## src/rtl/ghash_pkg.sv

```systemverilog
package ghash_pkg;
    localparam int BLK_W = 128;
    localparam int DIG_W = 4;
    localparam int REM_W = 16;
    localparam int TBL_N = 1 << DIG_W;
    localparam int NDIG  = BLK_W / DIG_W;
    localparam int CNT_W = $clog2(NDIG);
    localparam int TA_W  = $clog2(TBL_N);

    typedef logic [BLK_W-1:0] blk_t;

    typedef enum logic {ST_IDLE = 1'b0, ST_RUN = 1'b1} st_e;

    typedef struct packed {
        st_e              st;
        logic [CNT_W-1:0] cnt;
        blk_t             x;
        blk_t             y;
        blk_t             z;
        logic             last;
        logic             done;
    } core_t;

    // Fold value for the digit bits shifted out of the accumulator:
    // each bit contributes the 0xE1 pattern moved to its own weight.
    function automatic logic [REM_W-1:0] rem_val(logic [DIG_W-1:0] r);
        logic [REM_W-1:0] v;
        v = '0;
        for (int b = 0; b < DIG_W; b++) begin
            if (r[b]) v = v ^ (16'hE100 >> (DIG_W - 1 - b));
        end
        return v;
    endfunction
endpackage

```

## src/rtl/ghash_key_table.sv

```systemverilog
module ghash_key_table #(
    parameter int N  = 16,
    parameter int W  = 128,
    localparam int AW = $clog2(N)
) (
    input  logic          clk,
    input  logic          we,
    input  logic [AW-1:0] waddr,
    input  logic [W-1:0]  wdata,
    input  logic [AW-1:0] raddr,
    output logic [W-1:0]  rdata
);
    logic [W-1:0] mem [N];

    always_ff @(posedge clk) begin
        if (we) mem[waddr] <= wdata;
    end

    assign rdata = mem[raddr];
endmodule

```

## src/rtl/ghash_rem_lut.sv

```systemverilog
module ghash_rem_lut
    import ghash_pkg::*;
#(
    parameter int DW = DIG_W,
    parameter int RW = REM_W,
    localparam int N = 1 << DW
) (
    input  logic [DW-1:0] idx,
    output logic [RW-1:0] val
);
    logic [RW-1:0] lut [N];

    for (genvar i = 0; i < N; i++) begin : g_ent
        assign lut[i] = rem_val(DW'(i));
    end

    assign val = lut[idx];
endmodule

```

## src/rtl/ghash_digit_step.sv

```systemverilog
module ghash_digit_step
    import ghash_pkg::*;
#(
    parameter int W  = BLK_W,
    parameter int DW = DIG_W,
    parameter int RW = REM_W
) (
    input  logic [W-1:0] z_in,
    input  logic [W-1:0] entry,
    input  logic         first,
    output logic [W-1:0] z_out
);
    logic [RW-1:0] fold;
    logic [W-1:0]  shifted;

    ghash_rem_lut #(.DW(DW), .RW(RW)) u_rem (
        .idx (z_in[DW-1:0]),
        .val (fold)
    );

    always_comb begin
        shifted = z_in >> DW;
        if (first) z_out = entry;
        else       z_out = shifted ^ entry ^ {fold, {(W-RW){1'b0}}};
    end
endmodule

```

## src/rtl/ghash_engine.sv

```systemverilog
module ghash_engine
    import ghash_pkg::*;
(
    input  logic              clk,
    input  logic              rst,
    input  logic              clr,
    input  logic              tbl_we,
    input  logic [TA_W-1:0]   tbl_addr,
    input  logic [BLK_W-1:0]  tbl_data,
    input  logic              blk_valid,
    input  logic [BLK_W-1:0]  blk_data,
    input  logic              blk_last,
    output logic              busy,
    output logic              done,
    output logic [BLK_W-1:0]  hash
);
    core_t            core_q, core_d;
    logic [DIG_W-1:0] digit;
    logic [BLK_W-1:0] entry;
    logic [BLK_W-1:0] step_z;

    assign digit = core_q.y[{core_q.cnt, 2'b00} +: DIG_W];

    ghash_key_table #(.N(TBL_N), .W(BLK_W)) u_tbl (
        .clk   (clk),
        .we    (tbl_we),
        .waddr (tbl_addr),
        .wdata (tbl_data),
        .raddr (digit),
        .rdata (entry)
    );

    ghash_digit_step #(.W(BLK_W), .DW(DIG_W), .RW(REM_W)) u_step (
        .z_in  (core_q.z),
        .entry (entry),
        .first (core_q.cnt == '0),
        .z_out (step_z)
    );

    always_comb begin
        core_d      = core_q;
        core_d.done = 1'b0;
        case (core_q.st)
            ST_IDLE: begin
                if (clr) begin
                    core_d.x = '0;
                end else if (blk_valid) begin
                    core_d.y    = core_q.x ^ blk_data;
                    core_d.last = blk_last;
                    core_d.cnt  = '0;
                    core_d.st   = ST_RUN;
                end
            end
            default: begin
                core_d.z   = step_z;
                core_d.cnt = core_q.cnt + 1'b1;
                if (core_q.cnt == CNT_W'(NDIG - 1)) begin
                    core_d.x    = step_z;
                    core_d.st   = ST_IDLE;
                    core_d.done = core_q.last;
                end
            end
        endcase
    end

    always_ff @(posedge clk) begin
        if (rst) core_q <= '0;
        else     core_q <= core_d;
    end

    assign busy = (core_q.st == ST_RUN);
    assign done = core_q.done;
    assign hash = core_q.x;
endmodule

```

## config.mk

```make
export PLATFORM = sky130hd
export DESIGN_NAME = ghash_engine
export DESIGN_NICKNAME = d
export VERILOG_FILES = /design/src/rtl/ghash_pkg.sv /design/src/rtl/ghash_key_table.sv /design/src/rtl/ghash_rem_lut.sv /design/src/rtl/ghash_digit_step.sv /design/src/rtl/ghash_engine.sv
export SDC_FILE = /design/constraint.sdc
export NUM_CORES = 2
export LEC_CHECK = 0
export BUFFER_PORTS_ARGS = -buffer_cell sky130_fd_sc_hd__clkbuf_2
export CELL_PAD_IN_SITES_DETAIL_PLACEMENT = 0
export CELL_PAD_IN_SITES_GLOBAL_PLACEMENT = 1
export CORE_MARGIN = 2
export CORE_UTILIZATION = 30
export CTS_BUF_LIST = sky130_fd_sc_hd__clkbuf_4
export DETAILED_ROUTE_END_ITERATION = 8
export GPL_ROUTABILITY_DRIVEN = 0
export PLACE_DENSITY_LB_ADDON = 0.1
export SYNTH_ARGS = -nofsm -noshare
export SYNTH_HDL_FRONTEND = slang
export SYNTH_SLANG_ARGS = --single-unit
export TNS_END_PERCENT = 30
```

## constraint.sdc

```tcl
create_clock -name clk -period 12.9 [get_ports clk]
set_clock_uncertainty 0.1 [all_clocks]
set_input_delay 2.58 -clock clk [delete_from_list [all_inputs] [get_ports clk]]
set_output_delay 2.58 -clock clk [all_outputs]
set_load 0.1 [all_outputs]
```

==> impl_metrics.env <==
export IMPL_cts_max_path_buffers=4
export IMPL_avgSynthCellArea_sq_um=12.39
export IMPL_fin_crit_sh=0.4962
export IMPL_ys_types=55
export IMPL_power_leakage_nw=41.15
export IMPL_routed_via_count=74440
export IMPL_cp_end_kind="flop"
export IMPL_async_flop_share=0
export IMPL_grt_max_degree=206
export IMPL_ys_seq_elements=2440
export IMPL_drc_errors=0
export IMPL_grt_overflow=0
export IMPL_syn_to_final_growth_pct=14.75
export IMPL_post_cts_buffers=0
export IMPL_cts_max_level=6
export IMPL_antenna_found_initial=54
export IMPL_cts_sinks=2440
export IMPL_cts_tree="done"
export IMPL_crit_path_top_delay_cell="and4_4"
export IMPL_crit_required_ns=14.20
export IMPL_cts_root_buf="clkbuf_4"
export IMPL_yosys_area_top_type_share=0.5813
export IMPL_synth_area_leader_cell="edfxtp_1"
export IMPL_relSlewSlack=0.07839
export IMPL_path_cells="mux4_2 > o2111ai_4 > and4_4 > buf_12 > buf_4 > a211oi_1 > nor4_1 > xnor2_1 > nor2_1 > a2111oi_0"
export IMPL_design_area_sq_mm=0.1214
export IMPL_drive_gt1_frac=0.1941
export IMPL_drv_cap=0
export IMPL_portBuffers=395
export IMPL_fill_cells=34990
export IMPL_report_power_total_mw=18.69
export IMPL_clk_insertion_delay_late_ns=1.60
export IMPL_die_w_microns=597.8
export IMPL_seqCellArea_sq_mm=0.06936
export IMPL_grt_pass1_vias=73590
export IMPL_fin_crit_ns=6.401
export IMPL_yosys_top_cells_area="edfxtp_1 (58%), dfxtp_1 (7.4%), a211oi_1 (4.1%)"
export IMPL_yosysWarnings=0
export IMPL_ant_nets=0
export IMPL_dp_cells=12900
export IMPL_power_density_mw_per_mm2=153.9
export IMPL_critPathMaxFanout=128
export IMPL_io_pins=396
export IMPL_hold_start="core_q[184]$_SDFFE_PP0P_"
export IMPL_hold_ws_ns=0.3963
export IMPL_worstHoldPathType="flop to flop"
export IMPL_arrival_ns=7.70
export IMPL_cp_startpoint="core_q[388]$_SDFFE_PP0P_"
export IMPL_grt_use_total=0.2185
export IMPL_peakVddDrop_mv=0.09005
export IMPL_start_util=0.3007
export IMPL_hold_viol=0
export IMPL_ys_seq_area_frac=0.6555
export IMPL_status="complete, no violations"
export IMPL_synthCells=8538
export IMPL_grt_pass1_wl_mm=563.9
export IMPL_synth_area_sq_mm=0.1058
export IMPL_place_area_sq_mm=0.1117
export IMPL_synth_common_cells="edfxtp_1 (2048), nand2_1 (1110), a211oi_1 (583), nor2_1 (545), clkbuf_1 (523)"
export IMPL_path_buf_inv=2
export IMPL_first_pass_iters=6
export IMPL_ys_flop_type="edfxtp_1"
export IMPL_routed_wirelength_mm=400.5
export IMPL_critical_path_class="flop to flop"
export IMPL_num_rows=218
export IMPL_placeableCoreArea_sq_mm=0.3519
export IMPL_wl_per_cell_microns=28.14
export IMPL_synth_fp_nets=8807
export IMPL_finalSetupViolCount=0
export IMPL_worstSetupStartpointType="flop"
export IMPL_fin_cells=14230
export IMPL_die_h_microns=597.8
export IMPL_synth_edf_count=2048
export IMPL_hold_buffers=0
export IMPL_nNetsFinal=9255
export IMPL_clk_pin_slew_ns=0.06
export IMPL_cts_resized_gates=0
export IMPL_crit_reg2reg_launch="core_q[388]$_SDFFE_PP0P_"
export IMPL_critPathTopFamily="simple AND/OR/NAND/NOR gates"
export IMPL_rsz0062_at_grt="no"
export IMPL_fp_dieArea_sq_mm=0.3574
export IMPL_cts_made_buffers=703
export IMPL_dp_hpwl_mm=229.9
export IMPL_multi_input_area_sq_mm=0.03117
export IMPL_yosysMostFrequentCell="edfxtp_1"
export IMPL_cpPeakStageDelay_ns=0.97
export IMPL_slew_viol_final=0
export IMPL_drt_iter0_drc=5860
export IMPL_setup_tns_ns=0
export IMPL_worstMarginPinSlew_ns=1.382
export IMPL_fmax_mhz=156.2
export IMPL_avgViaCountPerCell=5.231
[logic make-up after synthesis]
group / after synthesis / synth area share
buffers and inverters: 1296 / 0.05273
DFF: 2440 / 0.6555
AOI/OAI and AO/OA: 1487 / 0.1130
xor gates and xnor gates: 386 / 0.03196
muxes: 319 / 0.03378
adders and majority gates: 3 / 0.0003548
and+or+nand+nor: 2607 / 0.1127
[layout by cell type (no fill, tap or decap), types with 288 or more instances in the layout]
cell      instances
clkbuf_2        394
nor2_1          530
a41oi_1         472
a211oi_1        581
xnor2_1         373
nand3_1         414
dfxtp_1         387
clkbuf_4       1119
edfxtp_1       2048
nand2_1        1109
mux2i_1         288
inv_1           473
[metrics by stage]
| stage | setup slack [ns] | utilization |
|---|---|---|
| 2_1_floorplan | 0.2929 | - |
| 3_3_place_gp | 6.634 | 0.3173 |
| 3_5_place_dp | 6.567 | 0.3173 |
| 4_1_cts | 6.557 | 0.3448 |
| 5_1_grt | 5.999 | 0.3449 |
| 6_report | 6.499 | 0.3450 |
[power breakdown]
| group | leakage (nW) | switching (mW) | internal [mW] |
|---|---|---|---|
| Clock | 5.72 | 3.51 | 4.29 |
| Combinational | 13.7 | 1.44 | 0.602 |
| Sequential | 21.7 | 0.106 | 8.74 |
| Total | 41.2 | 5.06 | 13.6 |
[flip-flops by register name (all words and copies together) (netlist names)]
name / flops
done: 1
core_q: 262
busy: 1
u_tbl.mem: 2048
hash: 128
[metal layers]
| layer | wire (microns) | share of wire | global-route usage |
|---|---|---|---|
| met2 | 187700 | 0.47 | 0.3525 |
| met5 | 92 | 0.00023 | 0 |
| met4 | 10120 | 0.025 | 0.06286 |
| met3 | 21610 | 0.054 | 0.03634 |
| met1 | 181000 | 0.45 | 0.3015 |
[worst paths after layout]
check,endpoint,slack (ns),cells past startpoint
setup / recovery,core_q[21]$_SDFFE_PP0P_,6.50,10
hold / removal,core_q[184]$_SDFFE_PP0P_,0.40,2
setup reg to reg,core_q[21]$_SDFFE_PP0P_,6.50,10
hold reg to reg,core_q[184]$_SDFFE_PP0P_,0.40,2
[final cells by class]
type                    count  share of cell area
well taps                4620             0.04762
flip-flops and latches   2440              0.5713
clock inverters           181             0.01049
clock buffers            1119             0.06920
repair buffers            562             0.02927
multi-input cells        4802              0.2568
diodes                     28           0.0005772
inverters                 477             0.01475
[worst register-to-register path, cell delays in order, from the launching register on]
cell	delay, ns
dfxtp_2	0.91
mux4_2	0.48
o2111ai_4	0.68
and4_4	0.97
buf_12	0.70
buf_4	0.96
a211oi_1	0.30
nor4_1	0.59
xnor2_1	0.19
nor2_1	0.06
a2111oi_0	0.37
Power figures use the tool's default switching activity.
